$ cat config.mk
export PLATFORM = sky130hd
export DESIGN_NAME = npn_lut_pair
export DESIGN_NICKNAME = d
export VERILOG_FILES = /design/src/rtl/npn_pkg.sv /design/src/rtl/npn_cfg_chain.sv /design/src/rtl/npn_xform.sv /design/src/rtl/npn_table_read.sv /design/src/rtl/npn_out_stage.sv /design/src/rtl/npn_lut_pair.sv
export SDC_FILE = /design/constraint.sdc
export NUM_CORES = 1
export LEC_CHECK = 0
export BUFFER_PORTS_ARGS = -buffer_cell sky130_fd_sc_hd__buf_2
export CORE_MARGIN = 5
export CORE_UTILIZATION = 50
export DETAILED_ROUTE_END_ITERATION = 6
export GPL_TIMING_DRIVEN = 0
export PLACE_DENSITY = 0.7
export SKIP_CTS_REPAIR_TIMING = 1
export SYNTH_ARGS = -nofsm -noshare
export SYNTH_HDL_FRONTEND = slang
export SYNTH_HIERARCHICAL = 1
export SYNTH_SLANG_ARGS = --single-unit
$ cat constraint.sdc
create_clock -name clk -period 4.05 [get_ports clk]
set_clock_uncertainty 0.1 [all_clocks]
set_input_delay 0.2025 -clock clk [delete_from_list [all_inputs] [get_ports clk]]
set_output_delay 0.2025 -clock clk [all_outputs]
set_load 0.01 [all_outputs]
$ cat src/rtl/npn_pkg.sv
package npn_pkg;

    localparam int N_IN      = 4;
    localparam int N_ELEM    = 2;
    localparam int TBL_DEPTH = 1 << N_IN;
    localparam int SEL_W     = $clog2(N_IN);
    localparam int CFG_W     = TBL_DEPTH + N_IN + N_IN * SEL_W + 1 + 1 + N_ELEM;

    typedef logic [N_IN-1:0]             addr_t;
    typedef logic [N_IN-1:0][SEL_W-1:0]  sel_vec_t;

    typedef struct packed {
        logic [TBL_DEPTH-1:0] tt_bits;
        logic [N_IN-1:0]      neg;
        sel_vec_t             sel;
        logic                 oneg;
        logic                 swap;
        logic [N_ELEM-1:0]    regsel;
    } cfg_t;

    // First bit shifted in ends at the MSB of the chain; fields follow in
    // shift order, selectors MSB first.
    function automatic cfg_t unpack_cfg(input logic [CFG_W-1:0] sr);
        cfg_t c;
        int   p;
        p = CFG_W - 1;
        for (int i = 0; i < TBL_DEPTH; i++) begin
            c.tt_bits[i] = sr[p];
            p--;
        end
        for (int j = 0; j < N_IN; j++) begin
            c.neg[j] = sr[p];
            p--;
        end
        for (int k = 0; k < N_IN; k++) begin
            for (int b = SEL_W - 1; b >= 0; b--) begin
                c.sel[k][b] = sr[p];
                p--;
            end
        end
        c.oneg = sr[p];
        p--;
        c.swap = sr[p];
        p--;
        for (int e = 0; e < N_ELEM; e++) begin
            c.regsel[e] = sr[p];
            p--;
        end
        return c;
    endfunction

endpackage

$ cat src/rtl/npn_cfg_chain.sv
module npn_cfg_chain #(
    parameter int W = 32
) (
    input  logic         clk,
    input  logic         rst,
    input  logic         en,
    input  logic         din,
    output logic [W-1:0] sr,
    output logic         dout
);

    always_ff @(posedge clk) begin
        if (rst) begin
            sr <= '0;
        end else if (en) begin
            sr <= {sr[W-2:0], din};
        end
    end

    assign dout = sr[W-1];

endmodule

$ cat src/rtl/npn_xform.sv
module npn_xform
    import npn_pkg::*;
(
    input  addr_t    in_vec,
    input  addr_t    neg_mask,
    input  sel_vec_t sel,
    output addr_t    addr
);

    addr_t flipped;

    assign flipped = in_vec ^ neg_mask;

    for (genvar k = 0; k < N_IN; k++) begin : g_route
        assign addr[k] = flipped[sel[k]];
    end

endmodule

$ cat src/rtl/npn_table_read.sv
module npn_table_read
    import npn_pkg::*;
(
    input  logic [TBL_DEPTH-1:0]        tt,
    input  logic [N_ELEM-1:0][N_IN-1:0] addr,
    input  logic [N_ELEM-1:0]           inv,
    output logic [N_ELEM-1:0]           dout
);

    for (genvar e = 0; e < N_ELEM; e++) begin : g_port
        assign dout[e] = tt[addr[e]] ^ inv[e];
    end

endmodule

$ cat src/rtl/npn_out_stage.sv
module npn_out_stage
    import npn_pkg::*;
(
    input  logic              clk,
    input  logic              rst,
    input  logic [N_ELEM-1:0] comb,
    input  logic [N_ELEM-1:0] regsel,
    output logic [N_ELEM-1:0] q,
    output logic [N_ELEM-1:0] dout
);

    for (genvar e = 0; e < N_ELEM; e++) begin : g_ble
        always_ff @(posedge clk) begin
            if (rst) begin
                q[e] <= 1'b0;
            end else begin
                q[e] <= comb[e];
            end
        end
        assign dout[e] = regsel[e] ? q[e] : comb[e];
    end

endmodule

$ cat src/rtl/npn_lut_pair.sv
module npn_lut_pair
    import npn_pkg::*;
(
    input  logic            clk,
    input  logic            rst,
    input  logic            cfg_en,
    input  logic            cfg_din,
    output logic            cfg_dout,
    input  logic [N_IN-1:0] a_in,
    input  logic [N_IN-1:0] b_in,
    output logic            a_out,
    output logic            b_out
);

    logic [CFG_W-1:0]           cfg_sr;
    cfg_t                       cfg;
    addr_t                      x_src;
    addr_t                      x_addr;
    logic [N_ELEM-1:0][N_IN-1:0] rd_addr;
    logic [N_ELEM-1:0]          inv_mask;
    logic [N_ELEM-1:0]          elem_comb;
    logic [N_ELEM-1:0]          elem_q;
    logic [N_ELEM-1:0]          elem_out;

    npn_cfg_chain #(.W(CFG_W)) u_chain (
        .clk  (clk),
        .rst  (rst),
        .en   (cfg_en),
        .din  (cfg_din),
        .sr   (cfg_sr),
        .dout (cfg_dout)
    );

    assign cfg = unpack_cfg(cfg_sr);

    // Only one transform stage: it serves whichever element is not direct.
    assign x_src = cfg.swap ? b_in : a_in;

    npn_xform u_xform (
        .in_vec   (x_src),
        .neg_mask (cfg.neg),
        .sel      (cfg.sel),
        .addr     (x_addr)
    );

    always_comb begin
        if (cfg.swap) begin
            rd_addr[0] = a_in;
            rd_addr[1] = x_addr;
            inv_mask   = {cfg.oneg, 1'b0};
        end else begin
            rd_addr[0] = x_addr;
            rd_addr[1] = b_in;
            inv_mask   = {1'b0, cfg.oneg};
        end
    end

    npn_table_read u_read (
        .tt   (cfg.tt_bits),
        .addr (rd_addr),
        .inv  (inv_mask),
        .dout (elem_comb)
    );

    npn_out_stage u_out (
        .clk    (clk),
        .rst    (rst),
        .comb   (elem_comb),
        .regsel (cfg.regsel),
        .q      (elem_q),
        .dout   (elem_out)
    );

    assign a_out = elem_out[0];
    assign b_out = elem_out[1];

endmodule

== Word-level counts from Yosys, hierarchy flattened ==
Index checks and enable logic that the tools add are counted.
Widths: inputs -> output; s select.

* Input bits: 12
* Word-level logic and storage cells: 29
* Bits in registers: 34
* Output and inout bits: 3

* Multiplexer cells: 17
* Order comparisons: 6
* Bitwise gates (word level): 3

{| class="wikitable"
|+ Operators by type and width
! operator !! count
|-
| $lt 2x3->1 const B || 4
|-
| $lt 4x5->1 const B || 2
|-
| $bmux 1 s2 || 4
|-
| $bmux 1 s4 || 2
|-
| $mux 1 || 8
|-
| $mux 8 || 1
|-
| $mux 4 || 1
|-
| $xor 4x4->4 || 1
|-
| $mux 2 || 1
|-
| $xor 1x1->1 || 2
|}

== Logic depth before layout (Yosys ltp) ==
* Depth after elaboration: 9
* Gate-level depth with buffers: 9
* Depth with buffers taken out: 8

== Hierarchy ==
The synthesis kept the hierarchy.

{| class="wikitable"
|+ Modules (own cells, without submodules)
! module !! times used !! seq. area each (sq um) !! area an instance (sq um) !! cells an instance
|-
| npn_cfg_chain || 1 || 640.6 || 1171.1 || 104
|-
| npn_table_read || 1 || 0.0 || 272.8 || 12
|-
| npn_lut_pair || 1 || 0.0 || 162.7 || 15
|-
| npn_xform || 1 || 0.0 || 125.1 || 8
|-
| npn_out_stage || 1 || 40.0 || 82.6 || 6
|}

== Worst setup path after synthesis ==
OpenSTA, ideal clock, no wires.

* Path kind: register -> output
* Start point: register u_chain.sr[2]
* End point: output port b_out
* Path slack: 544 ps
* Path buffers: 1
* Data required time: 3748 ps
* Stages on the path, launching flop included: 10
* Arrival: 3203 ps
* Cells stage by stage: dfxtp_1 -> buf_6 -> mux2_2 -> xor2_1 -> mux4_2 -> mux2_2 -> mux4_1 -> mux4_2 -> xor2_1 -> mux2_4

{| class="wikitable"
|+ RTL lines
! what !! line !! RTL
|-
| start, declared || npn_cfg_chain.sv:8 || <nowiki>output logic [W-1:0] sr,</nowiki>
|-
| start signal, assigned || npn_cfg_chain.sv:16 || <nowiki>sr <= {sr[W-2:0], din};</nowiki>
|-
| end, declared || npn_lut_pair.sv:12 || <nowiki>output logic b_out</nowiki>
|}

==> qor.yml <==
ant_nets: 0
die_w_um: 70.2
maxClockFrequency_mhz: 252
grt_util_all_layers: 0.143
finalHoldViolCount: 0
whs_path_depth: 3
nFillCells: 288
drive_gt1_frac: 0.384
syn-cell-area_um2: 1810
clk_pin_slew_ns: 0.09
pwr_density_cell_nw_per_um2: 300
clkSinkCount: 34
crit_path_cell_trace: "buf_8, mux2_4, xor2_2, mux4_2, mux2_4, mux4_1, mux4_2, xor2_1, mux2_4, buf_2"
tightest_slew_ns: 0.445
whs_endpoint: "u_chain/sr[0]"
reg2reg_slack_ns: 0.78
synthMuxAreaShare: 0.458
ios: 15
syn_nets: 157
grt_pass1_vias: 1161
area_growth_syn_to_layout_pct: 15.9
ff_latch_area_um2: 684
dieArea_um2: 4930
drt-vias-per-instance: 5.44
cp-end-kind: "output pin"
place_inst: 204
period_share: 0.978
run_status: "completed"
routabilityCongestion: 0.815
drt-initial-drc-count: 36
drc_errors: 0
worstReg2RegEnd: "u_out/q[1]"
ys.warnings.count: 6
synth_compound_area_frac: 0
dpl.hpwl_mm: 2.52
yosys.area_share.simple: 0.0821
peakVddDrop_uv: 224
drv_cap: 0
detail_route.first_pass.iterations: 4
wl_mm: 3.41
io_buffer_count: 13
worstSetupPathType: "flop to output pin"
avgSynthCellArea_um2: 12.5
worstSetupStartpointType: "flop"
critPathMaxStageDelay_ns: 0.49
die_h_um: 70.2
grt_pass1_wl_mm: 5.55
wire_per_inst_um: 15.6
reg2regPathDepth: 9
cp_max_fo: 8
report.final.slew_viol_count: 0
hp-start: "cfg_din"
fin_nets: 183
multi_input_area_um2: 1070
setup_viol: 0
core_um2: 3420
fin_cells: 218
r2r-start: "u_chain/sr[2]"
crit_top_cell: "mux2_4"
grt_antenna_before_repair: 0
antennaDiodeCount: 0
synth_top_family_by_area: "multiplexers"
synth-seq-cells: 34
row_count: 21
holdCritPathClass: "input port to flop"
grt_max_degree: 11
clockRootBuffer: "clkbuf_4"
synth_cell_types: 15
clock_latency_ns: 0.34
cts-buffers-inserted: 5
rsz0062_at_grt: "yes"
overflow: 0
crit_arrival_ns: 3.66
htreeDepth: 2
maxSlewHeadroom: 0.703
cp.required_ns: 3.75
vias: 1186
synth_fa_ha_area_frac: 0
cts.path.max_buffers: 2
cpMaxStageDelayCell: "mux4_2"
yosysSeqAreaShare: 0.375
synth_xor_area_frac: 0.0290
initial_core_util: 0.531
p_total_w: 0.000630
leakage_nw: 0.927
cts_tree: "yes"
syn_inst: 145
fin_crit_ns: 3.96
synthesized netlist by cell type, drive strengths merged:
library cell / n / area share
nor2: 32 / 0.066
mux4: 14 / 0.19
nor2b: 2 / 0.0069
clkbuf: 3 / 0.0062
and2: 1 / 0.0041
dfxtp: 34 / 0.38
and2b: 1 / 0.0048
xor2: 6 / 0.029
mux2i: 32 / 0.18
buf: 6 / 0.050
mux2: 14 / 0.091
state kept, by name, summed over array words and instances, names as in the netlist:
register    flops
u_out/q         2
u_chain/sr     32
through the flow:
stage	setup slack, ns	utilization	TNS (ns)	hold slack, ns	cell area (µm²)
5_1_grt	-0.0202	0.615	-0.0348	0.0239	2100
6_report	0.0885	0.615	0	0.0139	2100
3_3_place_gp	0.234	0.567	0	0.351	1940
3_5_place_dp	0.202	0.567	0	0.367	1940
4_1_cts	-0.183	0.590	-0.358	0.00915	2020
2_1_floorplan	0.544	-	0	0.174	1810
worst max path at each step:
stage	from	endpoint	depth (start not counted)
floorplan	u_chain/sr[2]	b_out	9
global placement	u_chain/sr[2]	b_out	10
detailed placement	u_chain/sr[2]	b_out	10
CTS	u_chain/sr[2]	b_out	10
global route	u_chain/sr[2]	a_out	10
finish	u_chain/sr[2]	b_out	10
metal layers:
metal / vias to the layer above / global-route usage / part of all wire
met2: 27 / 0.236 / 0.50
met5: - / 0 / 0
met4: 0 / 0.0426 / 0.018
met3: 9 / 0.0502 / 0.040
li1: 571 / - / -
met1: 579 / 0.176 / 0.44
cells by family after synthesis:
| kind of cell | count (synthesis) |
|---|---|
| buffers and inverters | 9 |
| muxes | 60 |
| DFF | 34 |
| and+or+nand+nor | 36 |
| xor gates and xnor gates | 6 |
cell usage in the layout, fill, tap and decap left out:
| cell type | count |
|---|---|
| and2_2 | 1 |
| and2b_2 | 1 |
| buf_12 | 3 |
| buf_2 | 13 |
| buf_4 | 7 |
| buf_6 | 1 |
| buf_8 | 1 |
| clkbuf_1 | 3 |
| clkbuf_4 | 5 |
| clkbuf_8 | 3 |
| dfxtp_1 | 33 |
| dfxtp_4 | 1 |
| mux2_2 | 5 |
| mux2_4 | 9 |
| mux2i_1 | 32 |
| mux4_1 | 2 |
| mux4_2 | 12 |
| nor2_1 | 32 |
| nor2b_1 | 2 |
| xor2_1 | 2 |
| xor2_2 | 4 |
layout make-up:
cell class,count,area share
clock buffers,8,0.0375
flip-flops and latches,34,0.326
repair buffers,19,0.0524
well taps,46,0.0274
multi-input cells,102,0.507
plain buffers,9,0.0500
worst max-delay path, delay by kind of cell, from the launching register on:
| kind | cells | cell delay (ns) |
|---|---|---|
| mux | 6 | 2.31 |
| flops | 1 | 0.40 |
| xor+xnor | 2 | 0.33 |
| buf+inv | 2 | 0.28 |
power breakdown:
part           internal, W  switching [W]
registers         0.000335     0.00000135
clock network     0.000119       0.000107
logic            0.0000373      0.0000308
total             0.000491       0.000139
Note: power is estimated with default switching activity, not from simulation.
